==> src/rtl/irqsrc_pkg.sv <==
package irqsrc_pkg;
  typedef enum logic [1:0] {
    OP_TRIG = 2'd0,
    OP_EOI  = 2'd1,
    OP_SCAN = 2'd2,
    OP_LOW  = 2'd3
  } cmd_op_e;

  typedef enum logic [1:0] {
    S_IDLE = 2'd0,
    S_EVAL = 2'd1,
    S_SEND = 2'd2,
    S_WAIT = 2'd3
  } seq_state_e;

  // Bit positions inside the two-bit presentation state
  localparam int PQ_P = 0;
  localparam int PQ_Q = 1;
endpackage

==> src/rtl/irqsrc_pq.sv <==
module irqsrc_pq
  import irqsrc_pkg::*;
(
  input  cmd_op_e    op,
  input  logic       lsi,
  input  logic [1:0] pq_old,
  output logic [1:0] pq_new,
  output logic       fire
);
  always_comb begin
    pq_new = pq_old;
    fire   = 1'b0;
    unique case (op)
      OP_TRIG: begin
        if (lsi) begin
          pq_new       = pq_old;
          pq_new[PQ_P] = 1'b1;
          fire         = !pq_old[PQ_P];
        end else begin
          pq_new[PQ_Q] = pq_old[PQ_P];
          pq_new[PQ_P] = 1'b1;
          fire         = !pq_old[PQ_P];
        end
      end
      OP_EOI: begin
        if (!lsi) begin
          pq_new[PQ_P] = pq_old[PQ_Q];
          pq_new[PQ_Q] = 1'b0;
        end
        fire = lsi ? pq_old[PQ_P] : pq_old[PQ_Q];
      end
      OP_LOW: begin
        if (lsi) pq_new = 2'b00;
      end
      default: begin
        pq_new = pq_old;
      end
    endcase
  end
endmodule

==> src/rtl/irqsrc_table.sv <==
module irqsrc_table #(
  parameter int NUM_SRC = 8,
  parameter int PRIO_W  = 8,
  parameter int SRV_W   = 4,
  localparam int SRC_W  = $clog2(NUM_SRC)
) (
  input  logic              clk,
  input  logic              rst_n,
  input  logic              cfg_we,
  input  logic [SRC_W-1:0]  cfg_idx,
  input  logic [PRIO_W-1:0] cfg_prio,
  input  logic [SRV_W-1:0]  cfg_server,
  input  logic              cfg_lsi,
  input  logic              pq_we,
  input  logic [SRC_W-1:0]  a_idx,
  input  logic [1:0]        pq_val,
  output logic              a_lsi,
  output logic [1:0]        a_pq,
  input  logic [SRC_W-1:0]  b_idx,
  input  logic              rs_clr,
  input  logic              rs_set,
  input  logic              mp_set,
  output logic [PRIO_W-1:0] b_prio,
  output logic [SRV_W-1:0]  b_server,
  output logic              b_resend
);
  localparam logic [PRIO_W-1:0] MASK = '1;

  logic [PRIO_W-1:0] prio_a [NUM_SRC];
  logic [SRV_W-1:0]  srv_a  [NUM_SRC];
  logic              lsi_a  [NUM_SRC];
  logic [1:0]        pq_a   [NUM_SRC];
  logic              rs_a   [NUM_SRC];

  for (genvar i = 0; i < NUM_SRC; i++) begin : g_src
    logic [PRIO_W-1:0] prio_r;
    logic [SRV_W-1:0]  srv_r;
    logic              lsi_r, rs_r, mp_r;
    logic [1:0]        pq_r;
    logic              cfg_hit, b_hit, unmask;

    assign cfg_hit = cfg_we && (cfg_idx == SRC_W'(i));
    assign b_hit   = (b_idx == SRC_W'(i));
    assign unmask  = cfg_hit && (cfg_prio != MASK) && (mp_r || (mp_set && b_hit));

    always_ff @(posedge clk or negedge rst_n) begin
      if (!rst_n) begin
        prio_r <= MASK;
        srv_r  <= '0;
        lsi_r  <= 1'b0;
        pq_r   <= 2'b00;
        rs_r   <= 1'b0;
        mp_r   <= 1'b0;
      end else begin
        if (cfg_hit) begin
          prio_r <= cfg_prio;
          srv_r  <= cfg_server;
          lsi_r  <= cfg_lsi;
        end
        if (pq_we && (a_idx == SRC_W'(i))) pq_r <= pq_val;
        if ((rs_set && b_hit) || unmask) rs_r <= 1'b1;
        else if (rs_clr && b_hit)        rs_r <= 1'b0;
        if (unmask)                mp_r <= 1'b0;
        else if (mp_set && b_hit)  mp_r <= 1'b1;
      end
    end

    assign prio_a[i] = prio_r;
    assign srv_a[i]  = srv_r;
    assign lsi_a[i]  = lsi_r;
    assign pq_a[i]   = pq_r;
    assign rs_a[i]   = rs_r;

    AST_PQ_LEGAL: assert property (@(posedge clk) disable iff (!rst_n)
      pq_r != 2'b10);
  end

  assign a_lsi    = lsi_a[a_idx];
  assign a_pq     = pq_a[a_idx];
  assign b_prio   = prio_a[b_idx];
  assign b_server = srv_a[b_idx];
  assign b_resend = rs_a[b_idx];
endmodule

==> src/rtl/irqsrc_seq.sv <==
module irqsrc_seq
  import irqsrc_pkg::*;
#(
  parameter int NUM_SRC = 8,
  parameter int PRIO_W  = 8,
  parameter int SRV_W   = 4,
  parameter int IRQ_W   = 12,
  parameter int BASE    = 16,
  parameter int IPI_NUM = 2,
  localparam int SRC_W  = $clog2(NUM_SRC)
) (
  input  logic              clk,
  input  logic              rst_n,
  input  logic              cmd_valid,
  output logic              cmd_ready,
  input  cmd_op_e           cmd_op,
  input  logic [SRC_W-1:0]  cmd_idx,
  input  logic              fire,
  output logic              pq_we,
  output logic [SRC_W-1:0]  cur_idx,
  input  logic [PRIO_W-1:0] b_prio,
  input  logic [SRV_W-1:0]  b_server,
  input  logic              b_resend,
  output logic              rs_clr,
  output logic              rs_set,
  output logic              mp_set,
  output logic              dlv_valid,
  input  logic              dlv_ready,
  output logic [IRQ_W-1:0]  dlv_num,
  output logic [PRIO_W-1:0] dlv_prio,
  output logic [SRV_W-1:0]  dlv_server,
  input  logic              rsp_valid,
  input  logic              rsp_ok,
  input  logic [IRQ_W-1:0]  rsp_displaced,
  output logic              resend_set,
  output logic [SRV_W-1:0]  resend_server
);
  localparam logic [PRIO_W-1:0] MASK     = '1;
  localparam logic [SRC_W-1:0]  LAST_IDX = SRC_W'(NUM_SRC - 1);
  localparam logic [IRQ_W-1:0]  BASE_N   = IRQ_W'(BASE);
  localparam logic [IRQ_W-1:0]  IPI_N    = IRQ_W'(IPI_NUM);
  localparam logic [IRQ_W-1:0]  COUNT_N  = IRQ_W'(NUM_SRC);

  seq_state_e        state_q;
  logic [SRC_W-1:0]  cur_q, scan_idx_q;
  logic              chk_q, scan_q;
  logic [PRIO_W-1:0] prio_q;
  logic [SRV_W-1:0]  srv_q, mark_srv_q;
  logic              mark_q;

  logic              accept, skip, masked, refused, redo, finish;
  logic [IRQ_W-1:0]  disp_off;

  assign cmd_ready = (state_q == S_IDLE);
  assign accept    = cmd_valid && cmd_ready;
  assign pq_we     = accept;

  assign skip    = (state_q == S_EVAL) && chk_q && !b_resend;
  assign masked  = (state_q == S_EVAL) && !skip && (b_prio == MASK);
  assign refused = (state_q == S_WAIT) && rsp_valid && !rsp_ok;

  assign disp_off = rsp_displaced - BASE_N;
  assign redo = (rsp_displaced != '0) && (rsp_displaced != IPI_N) &&
                (rsp_displaced >= BASE_N) && (disp_off < COUNT_N);

  assign finish = skip || masked ||
                  ((state_q == S_WAIT) && rsp_valid && !(rsp_ok && redo));

  assign rs_clr = (state_q == S_EVAL) && !skip;
  assign rs_set = refused;
  assign mp_set = masked;

  always_ff @(posedge clk or negedge rst_n) begin
    if (!rst_n) begin
      state_q    <= S_IDLE;
      cur_q      <= '0;
      scan_idx_q <= '0;
      chk_q      <= 1'b0;
      scan_q     <= 1'b0;
      prio_q     <= MASK;
      srv_q      <= '0;
      mark_q     <= 1'b0;
      mark_srv_q <= '0;
    end else begin
      mark_q <= refused;
      if (refused) mark_srv_q <= srv_q;
      if (finish) begin
        if (scan_q && (scan_idx_q != LAST_IDX)) begin
          scan_idx_q <= scan_idx_q + 1'b1;
          cur_q      <= scan_idx_q + 1'b1;
          chk_q      <= 1'b1;
          state_q    <= S_EVAL;
        end else begin
          scan_q  <= 1'b0;
          state_q <= S_IDLE;
        end
      end else begin
        unique case (state_q)
          S_IDLE: begin
            if (accept && cmd_op == OP_SCAN) begin
              scan_q     <= 1'b1;
              scan_idx_q <= '0;
              cur_q      <= '0;
              chk_q      <= 1'b1;
              state_q    <= S_EVAL;
            end else if (accept && fire) begin
              cur_q   <= cmd_idx;
              chk_q   <= 1'b0;
              state_q <= S_EVAL;
            end
          end
          S_EVAL: begin
            prio_q  <= b_prio;
            srv_q   <= b_server;
            state_q <= S_SEND;
          end
          S_SEND: begin
            if (dlv_ready) state_q <= S_WAIT;
          end
          S_WAIT: begin
            if (rsp_valid) begin
              cur_q   <= disp_off[SRC_W-1:0];
              chk_q   <= 1'b0;
              state_q <= S_EVAL;
            end
          end
          default: state_q <= S_IDLE;
        endcase
      end
    end
  end

  assign cur_idx       = cur_q;
  assign dlv_valid     = (state_q == S_SEND);
  assign dlv_num       = BASE_N + IRQ_W'(cur_q);
  assign dlv_prio      = prio_q;
  assign dlv_server    = srv_q;
  assign resend_set    = mark_q;
  assign resend_server = mark_srv_q;

  AST_NO_MASKED_SEND: assert property (@(posedge clk) disable iff (!rst_n)
    dlv_valid |-> dlv_prio != MASK);
  AST_DLV_HOLD: assert property (@(posedge clk) disable iff (!rst_n)
    dlv_valid && !dlv_ready |=> dlv_valid && $stable(dlv_num) && $stable(dlv_prio));
  AST_SCAN_BUSY: assert property (@(posedge clk) disable iff (!rst_n)
    cmd_valid && cmd_ready && cmd_op == OP_SCAN |=> !cmd_ready);
  AST_REFUSE_MARK: assert property (@(posedge clk) disable iff (!rst_n)
    (state_q == S_WAIT) && rsp_valid && !rsp_ok |=> resend_set);
  AST_MARK_CAUSE: assert property (@(posedge clk) disable iff (!rst_n)
    resend_set |-> $past(rsp_valid && !rsp_ok));
endmodule

==> src/rtl/irqsrc_ctrl.sv <==
module irqsrc_ctrl
  import irqsrc_pkg::*;
#(
  parameter int NUM_SRC = 8,
  parameter int PRIO_W  = 8,
  parameter int SRV_W   = 4,
  parameter int IRQ_W   = 12,
  parameter int BASE    = 16,
  parameter int IPI_NUM = 2,
  localparam int SRC_W  = $clog2(NUM_SRC)
) (
  input  logic              clk,
  input  logic              rst_n,
  input  logic              cmd_valid,
  output logic              cmd_ready,
  input  logic [1:0]        cmd_op,
  input  logic [SRC_W-1:0]  cmd_idx,
  input  logic              cfg_we,
  input  logic [SRC_W-1:0]  cfg_idx,
  input  logic [PRIO_W-1:0] cfg_prio,
  input  logic [SRV_W-1:0]  cfg_server,
  input  logic              cfg_lsi,
  output logic              dlv_valid,
  input  logic              dlv_ready,
  output logic [IRQ_W-1:0]  dlv_num,
  output logic [PRIO_W-1:0] dlv_prio,
  output logic [SRV_W-1:0]  dlv_server,
  input  logic              rsp_valid,
  input  logic              rsp_ok,
  input  logic [IRQ_W-1:0]  rsp_displaced,
  output logic              resend_set,
  output logic [SRV_W-1:0]  resend_server
);
  cmd_op_e           op;
  logic              a_lsi, fire, pq_we, rs_clr, rs_set, mp_set, b_resend;
  logic [1:0]        a_pq, pq_new;
  logic [SRC_W-1:0]  cur_idx;
  logic [PRIO_W-1:0] b_prio;
  logic [SRV_W-1:0]  b_server;

  assign op = cmd_op_e'(cmd_op);

  irqsrc_pq u_pq (
    .op(op), .lsi(a_lsi), .pq_old(a_pq), .pq_new(pq_new), .fire(fire)
  );

  irqsrc_table #(.NUM_SRC(NUM_SRC), .PRIO_W(PRIO_W), .SRV_W(SRV_W)) u_table (
    .clk(clk), .rst_n(rst_n),
    .cfg_we(cfg_we), .cfg_idx(cfg_idx), .cfg_prio(cfg_prio),
    .cfg_server(cfg_server), .cfg_lsi(cfg_lsi),
    .pq_we(pq_we), .a_idx(cmd_idx), .pq_val(pq_new), .a_lsi(a_lsi), .a_pq(a_pq),
    .b_idx(cur_idx), .rs_clr(rs_clr), .rs_set(rs_set), .mp_set(mp_set),
    .b_prio(b_prio), .b_server(b_server), .b_resend(b_resend)
  );

  irqsrc_seq #(.NUM_SRC(NUM_SRC), .PRIO_W(PRIO_W), .SRV_W(SRV_W), .IRQ_W(IRQ_W),
               .BASE(BASE), .IPI_NUM(IPI_NUM)) u_seq (
    .clk(clk), .rst_n(rst_n),
    .cmd_valid(cmd_valid), .cmd_ready(cmd_ready), .cmd_op(op), .cmd_idx(cmd_idx),
    .fire(fire), .pq_we(pq_we), .cur_idx(cur_idx),
    .b_prio(b_prio), .b_server(b_server), .b_resend(b_resend),
    .rs_clr(rs_clr), .rs_set(rs_set), .mp_set(mp_set),
    .dlv_valid(dlv_valid), .dlv_ready(dlv_ready), .dlv_num(dlv_num),
    .dlv_prio(dlv_prio), .dlv_server(dlv_server),
    .rsp_valid(rsp_valid), .rsp_ok(rsp_ok), .rsp_displaced(rsp_displaced),
    .resend_set(resend_set), .resend_server(resend_server)
  );
endmodule

==> config.mk <==
export PLATFORM = sky130hd
export DESIGN_NAME = irqsrc_ctrl
export DESIGN_NICKNAME = d
export VERILOG_FILES = /design/src/rtl/irqsrc_pkg.sv /design/src/rtl/irqsrc_pq.sv /design/src/rtl/irqsrc_table.sv /design/src/rtl/irqsrc_seq.sv /design/src/rtl/irqsrc_ctrl.sv
export SDC_FILE = /design/constraint.sdc
export NUM_CORES = 1
export LEC_CHECK = 0
export ABC_CLOCK_PERIOD_IN_PS = 2100
export BUFFER_PORTS_ARGS = -buffer_cell sky130_fd_sc_hd__buf_4
export CORE_UTILIZATION = 40
export CTS_CLUSTER_SIZE = 16
export DETAILED_ROUTE_END_ITERATION = 12
export GPL_ROUTABILITY_DRIVEN = 0
export HOLD_SLACK_MARGIN = 0.03
export SETUP_SLACK_MARGIN = 0.3
export SKIP_LAST_GASP = 1
export SYNTH_ARGS = -nofsm -noshare
export SYNTH_HDL_FRONTEND = slang
export SYNTH_SLANG_ARGS = --single-unit
export TNS_END_PERCENT = 1
==> constraint.sdc <==
create_clock -name clk -period 2.1 [get_ports clk]
set_input_delay 0.42 -clock clk [delete_from_list [all_inputs] [get_ports clk]]
set_output_delay 0.42 -clock clk [all_outputs]
set_load 0.02 [all_outputs]
### Word-level counts from Yosys, hierarchy flattened

Cells that the tools add are included.

* register bits after elaboration: 163
* input port bits: 40
* output and inout bits: 31
* word-level logic and storage cells: 306

* add/sub/neg operators: 3
* magnitude comparators: 4
* equality and inequality tests: 36
* mux-type cells: 79
* bitwise gates (word level): 3
* reductions and logical operators: 124

Operators by type and width (count)
* logical AND 1 bit: 71
* two-way mux 1 bit: 47
* equality test 3 bit, second input constant: 12
* nonzero test 2 bit: 18
* binary-select mux 8 bit (select 3 bit): 1
* two-way mux 3 bit: 8
* two-way mux 2 bit: 10
* equality test 3 x 2 -> 1 bit, second input constant: 6
* logical OR 1 bit: 18
* two-way mux 8 bit: 2
* binary-select mux 4 bit (select 3 bit): 1
* >= comparator 12 x 5 -> 1 bit, second input constant: 1
* less-than comparator 12 x 4 -> 1 bit, second input constant: 1
* != test 12 x 2 -> 1 bit, second input constant: 1
* nonzero test 12 bit: 1
* subtractor 12 x 5 -> 12 bit, second input constant: 1
* equality test 3 x 1 -> 1 bit, second input constant: 3
* zero test 3 bit: 3
* AND reduction 3 bit: 3
* equality test 2 bit, second input constant: 4
* equality test 8 bit, second input constant: 1
* >= comparator 4 bit, second input constant: 2
* two-way mux 4 bit: 2
* != test 8 bit, second input constant: 1
* other kinds (21): 31

### Logic depth before layout (Yosys ltp)

* word-level depth: 14
* depth in mapped cells: 12
* mapped depth without buffers: 8

### Hierarchy

Synthesis repeated with hierarchy kept, for this count alone.

* cell total of the unflattened synthesis: 559
* area, all modules: 8195.4 um^2

Modules (own cells, without submodules)
* irqsrc_table: instances 1, cells an instance 412, area each 6522.5 um^2, seq. area each 3483.3 um^2
* irqsrc_seq: instances 1, cells an instance 136, area each 1596.5 um^2, seq. area each 685.7 um^2
* irqsrc_pq: instances 1, cells an instance 11, area each 76.3 um^2, seq. area each 0.0 um^2

### Worst setup path before layout

Ideal clock, no wire load.

* kind: flip-flop to flip-flop
* from: reg u_seq.cur_q[0], in the netlist u_seq.cur_idx[0]
* to: reg u_seq.scan_idx_q[0]
* arrival time: 2.362 ns
* path slack: -0.387 ns
* cell stages (with the launch flop): 9
* path through: dfrtp_1 -> buf_6 -> mux4_2 -> and2_1 -> a2111oi_2 -> a31oi_1 -> o31a_2 -> mux2_4 -> mux2_2

* longest elaborated chain between the ends: 13
* elaborated cells on any way between the ends: 20
* those cells by class: eq/ne (2); mux (7); bitwise (1); reduce/logical (10)

Ends and longest elaborated chain
* from (decl): RTL line irqsrc_seq.sv:45 `logic [SRC_W-1:0] cur_q, scan_idx_q;`
* from (signal assigned): RTL line irqsrc_seq.sv:90 `cur_q <= scan_idx_q + 1'b1;`
* from (signal assigned): RTL line irqsrc_seq.sv:107 `cur_q <= cmd_idx;`
* from (signal assigned): RTL line irqsrc_seq.sv:122 `cur_q <= disp_off[SRC_W-1:0];`
* inverter 3 -> 4 bit (not written as such) (*): RTL line irqsrc_table.sv:80, irqsrc_table.sv:82
* binary-select mux 1 bit (select 3 bit): RTL line irqsrc_table.sv:82 `assign b_resend = rs_a[b_idx];`
* two-way mux 1 bit (not written as such) (2 in series): RTL line irqsrc_table.sv:82
* zero test 1 bit: RTL line irqsrc_seq.sv:58 `assign skip = (state_q == S_EVAL) && chk_q && !b_resend;`
* logical AND 1 bit: RTL line irqsrc_seq.sv:58
* zero test 1 bit: RTL line irqsrc_seq.sv:59 `assign masked = (state_q == S_EVAL) && !skip && (b_prio == MASK);`
* logical AND 1 bit (2 in series): RTL line irqsrc_seq.sv:59
* logical OR 1 bit (*) (2 in series): RTL line irqsrc_seq.sv:66 `assign finish = skip || masked ||`
* != test 2 bit (no line) or nonzero test 2 bit (tied branches)
* AND reduction 3 bit (no line)
* to (signal assigned): RTL line irqsrc_seq.sv:89 `scan_idx_q <= scan_idx_q + 1'b1;`
* to (decl): RTL line irqsrc_seq.sv:45

Mark *: on every way between the ends. The rest lies on a longest branch, timed or not. The select of a mux whose other input is x is not followed.
A chain may end at the register's enable or synchronous reset.

### Worst setup path in the final report

* from: reg u_seq.cur_q[1], in the netlist u_seq.cur_idx[1]
* to: reg u_seq.scan_idx_q[0]

The elaborated chain is that of the path after synthesis.

==> implementation parameters <==
Parameter                              Value

Status
  Status    finished with violations
  Violated checks    setup timing

Clock network
  H-tree levels    4
  Root cell of the clock tree    sky130_fd_sc_hd__clkbuf_16
  Worst-Skew Late Latency    0.43 ns
  CTS tree    built
  Buffer depth of the longest clock path    2
  Sinks on Clock Net    between 150 and 200
  Inserted Clock Buffers    17
  Clk slew on worst S/H paths    0.07 ns

Setup path
  Type of element capturing the critical path    flop
  Sequence of cells on the critical path    buf_6 -> buf_4 -> nor3_1 -> a211o_1 -> a21oi_2 -> nand4_1 -> o31a_4 -> mux2_4 -> mux2_4
  Worst Path Arrival    about 2.9 ns
  Number of buffer and inverter stages on the critical path    2
  WP depth    9
  Critical Path Most Common Cell    sky130_fd_sc_hd__mux2_4
  Top Family by Delay on Critical Path    compound AO/OA/AOI/OAI gates
  Category of the worst setup path launch point    flop
  Maximum fanout along the worst path    6
  Reg-to-reg slack, setup    -0.50 ns
  Required time at the endpoint of the critical path    2.42 ns
  Peak per-stage delay on the critical path    0.49 ns
  Number of cells on the worst reg-to-reg path    9
  Startpoint-to-endpoint class of the critical path    reg -> reg
  CP max-delay cell    sky130_fd_sc_hd__dfrtp_2

Global routing
  Largest net degree at the start of global routing    48
  Number of global-route vias before repair    5869
  Aggregate global-route resource usage    0.206
  Total congestion overflow    0
  Wire length of the first global-routing pass    31.7 mm
  Number of antenna violations at the first check in global routing    0

Timing
  Setup repair after global routing missed its margin    yes
  Final Hold Violating Endpoints    0
  Fmax    slightly below 400 MHz
  Final count of negative-setup-slack endpoints    48
  Setup_tns    -14.71 ns
  Clock skew after layout    0.0108 ns
  Worst setup slack after layout    -0.500 ns
  Final worst path period need    2.60 ns
  Max-slew headroom at the worst pin    0.646
  Count of pins over their slew limit    0
  Post-route clock period utilization    1.24
  Transition time of the tightest slew-check pin    0.527 ns

Floorplan
  Standard-cell row count    between 50 and 60
  Die Height    143 um
  Initial Util    0.409
  Area inside the core boundary    19500 um^2
  I/O pin count    71
  Horizontal die dimension    143 um
  Die Area    20600 um^2

Layout
  Share of final-layout standard cells stronger than drive strength 1    0.596
  Antenna cell count    0
  Post-route cell area    10200 um^2
  Number of nets at the end of the flow    809
  Post-synthesis to final-layout area growth    27.9%
  Final core utilization    0.524

Logic synthesis
  Share of the synthesized area in compound gates (AO/OA/AOI/OAI)    0.0753
  Largest family of logic cells by synthesized area    multiplexers
  Proportion of synthesized area in mux cells    0.272
  Number of storage elements in the synthesis netlist    163
  Number of warning messages in the yosys log    0
  Distinct cell type count of the synthesized netlist    61
  Post-synth EDFFs    0
  Number of cells produced by synthesis    614
  Post-synthesis xor/xnor area fraction    0.00110
  Async SR Flop Fraction    1.00
  Post-synthesis share of cell area spent on full adders, half adders and majority gates    0.0110
  Share of synthesized area occupied by flip-flops and latches    0.521
  Cell area after technology mapping    8000 um^2
  Basic-gate share of the synthesized area counting and, or, nand and nor cells    0.0786
  Avg Cell Area, Syn    roughly 13 um^2
  Predominant post-synthesis flop cell    sky130_fd_sc_hd__dfrtp_1

Detailed routing
  Residual antenna-violating net count after detailed routing    0
  Average vias per placed instance    5.35
  Number of design-rule violations left by the first detailed-router iteration    327
  Post-DR wirelength/cell    18.9 um
  Total DRC errors in the routed layout    0
  Number of vias in the routed layout    5563
  Number of detailed-route iterations in the first pass    4
  Total Wirelength    about 20 mm

Placement
  Area of placed instances    9330 um^2
  DP HPWL    13.4 mm
  Setup WS pre-CTS    -0.622 ns
  Number of buffers inserted by port buffering    slightly above 60

Power and ir drop
  Peak supply drop    between 600 and 700 uV
  Sum of internal, switching and leakage power    14100 uW
  Pwr/cell area    1380 nW/um^2
  Reported leakage power    0.00442 uW

Worst hold path
  Hold/Removal Path Class    in -> reg
  Worst hold path depth    2

Run
  Number of max-capacitance violations reported    0
## kinds of logic after synthesis
group,after synthesis
flops,163
mux,173
xor+xnor,1
compound gates,89
buf+inv,55
fa+ha+maj,7
simple gates,124
other cells,2
## placed cells by master, fill, tap and decap left out, types with 8 or more instances in the layout
| master | n |
|---|---|
| sky130_fd_sc_hd__buf_4 | 145 |
| sky130_fd_sc_hd__mux2_2 | 140 |
| sky130_fd_sc_hd__dfrtp_1 | 88 |
| sky130_fd_sc_hd__dfstp_2 | 72 |
| sky130_fd_sc_hd__nand2_1 | 37 |
| sky130_fd_sc_hd__nor2_1 | 26 |
| sky130_fd_sc_hd__a21oi_1 | 20 |
| sky130_fd_sc_hd__clkbuf_16 | 19 |
| sky130_fd_sc_hd__mux4_2 | 16 |
| sky130_fd_sc_hd__o21ai_0 | 12 |
| sky130_fd_sc_hd__inv_1 | 11 |
| sky130_fd_sc_hd__conb_1 | 9 |
| sky130_fd_sc_hd__buf_6 | 9 |
| sky130_fd_sc_hd__buf_12 | 9 |
| sky130_fd_sc_hd__mux2i_1 | 8 |
| sky130_fd_sc_hd__o211ai_1 | 8 |
## sequential cells by signal (all words and copies together), names as in the netlist, 2 cells and up
name / flops
u_table.g_src.srv_r: 32
u_table.g_src.mp_r: 8
u_seq.cur_idx: 3
u_table.g_src.lsi_r: 8
u_table.g_src.prio_r: 64
u_seq.resend_server: 4
u_seq.dlv_prio: 8
u_table.g_src.rs_r: 8
u_seq.state_q: 2
u_seq.scan_idx_q: 3
u_seq.dlv_server: 4
u_table.g_src.pq_r: 16
## synth_stat cells (6+ instances only)
library cell | number | share of area
sky130_fd_sc_hd__ha_1 | 7 | 0.011
sky130_fd_sc_hd__nand2b_1 | 9 | 0.0070
sky130_fd_sc_hd__o22ai_1 | 6 | 0.0047
sky130_fd_sc_hd__o21ai_0 | 12 | 0.0075
sky130_fd_sc_hd__nor3_1 | 7 | 0.0044
sky130_fd_sc_hd__nor3b_1 | 6 | 0.0056
sky130_fd_sc_hd__clkbuf_1 | 14 | 0.0066
sky130_fd_sc_hd__o211ai_1 | 8 | 0.0075
sky130_fd_sc_hd__dfstp_2 | 72 | 0.24
sky130_fd_sc_hd__nor2_1 | 26 | 0.012
sky130_fd_sc_hd__nor2b_1 | 6 | 0.0047
sky130_fd_sc_hd__buf_4 | 14 | 0.013
sky130_fd_sc_hd__a21oi_1 | 22 | 0.014
sky130_fd_sc_hd__a211oi_1 | 6 | 0.0056
sky130_fd_sc_hd__buf_2 | 8 | 0.0050
sky130_fd_sc_hd__mux2_2 | 141 | 0.20
sky130_fd_sc_hd__nand2_1 | 39 | 0.018
sky130_fd_sc_hd__mux2i_1 | 8 | 0.010
sky130_fd_sc_hd__a31oi_1 | 6 | 0.0047
sky130_fd_sc_hd__inv_1 | 11 | 0.0052
sky130_fd_sc_hd__mux4_2 | 16 | 0.045
sky130_fd_sc_hd__nand3_1 | 6 | 0.0038
sky130_fd_sc_hd__dfrtp_1 | 91 | 0.28
## worst paths after layout
check | to | from
max in group asynchronous | u_seq.dlv_prio[0]$_DFFE_PN1P_ | rst_n
max | u_seq.scan_idx_q[0]$_DFFE_PN0P_ | u_seq.cur_idx[1]$_DFFE_PN0P_
min in group asynchronous | u_table.g_src[2].srv_r[1]$_DFFE_PN0P_ | rst_n
min reg2reg | u_table.g_src[6].srv_r[0]$_DFFE_PN0P_ | u_table.g_src[6].srv_r[0]$_DFFE_PN0P_
max reg2reg | u_seq.scan_idx_q[0]$_DFFE_PN0P_ | u_seq.cur_idx[1]$_DFFE_PN0P_
min | u_table.g_src[2].lsi_r$_DFFE_PN0P_ | cfg_lsi
## per-layer routing
layer,share of wire,vias to the layer above,routed length [um],GRT usage
li1,-,2541,-,-
met1,0.46,2867,9080,0.279
met2,0.48,124,9380,0.325
met3,0.038,31,745,0.0327
met4,0.021,0,405,0.0941
met5,0,-,0,0
## cell type report
type / count / area (um^2)
repair buffers: 165 / 1400
flip-flops and latches: 163 / 4180
multi-input cells: 403 / 3700
clock inverters: 9 / 66.3
clock buffers: 23 / 510
well taps: 265 / 332
inverters: 12 / 45.0
fillers: 1670 / 9300
## report_power, final
| part | total (uW) | internal [uW] | switching (uW) |
|---|---|---|---|
| registers | 4860 | 4290 | 564 |
| clock network | 3000 | 1730 | 1270 |
| logic | 6260 | 3390 | 2870 |
## per-stage QoR
stage | instances | hold WS [ns]
final | 1040 | 0.283
after global routing | 1040 | 0.275
after CTS | 1035 | 0.270
after detailed placement | 989 | 0.392
after global placement | 989 | 0.387
after floorplan | 621 | 0.124
## worst register-to-register path: cells and delay by family, from the launching register on
kind | cells | cell delay, ns
DFF | 1 | 0.49
muxes | 2 | 0.57
AOI/OAI and AO/OA | 3 | 0.88
and+or+nand+nor | 2 | 0.26
buffers and inverters | 2 | 0.30
## timing repair
item                       in CTS  in global routing
hold buffers                    1                  0
pin swaps                       7                  9
gates resized for setup        19                 20
setup endpoints to repair      56                 58
cloned                          0                  0
setup buffers                  13                  5
hold endpoints to repair       35                  0
Note: power is estimated with default switching activity, not from simulation.
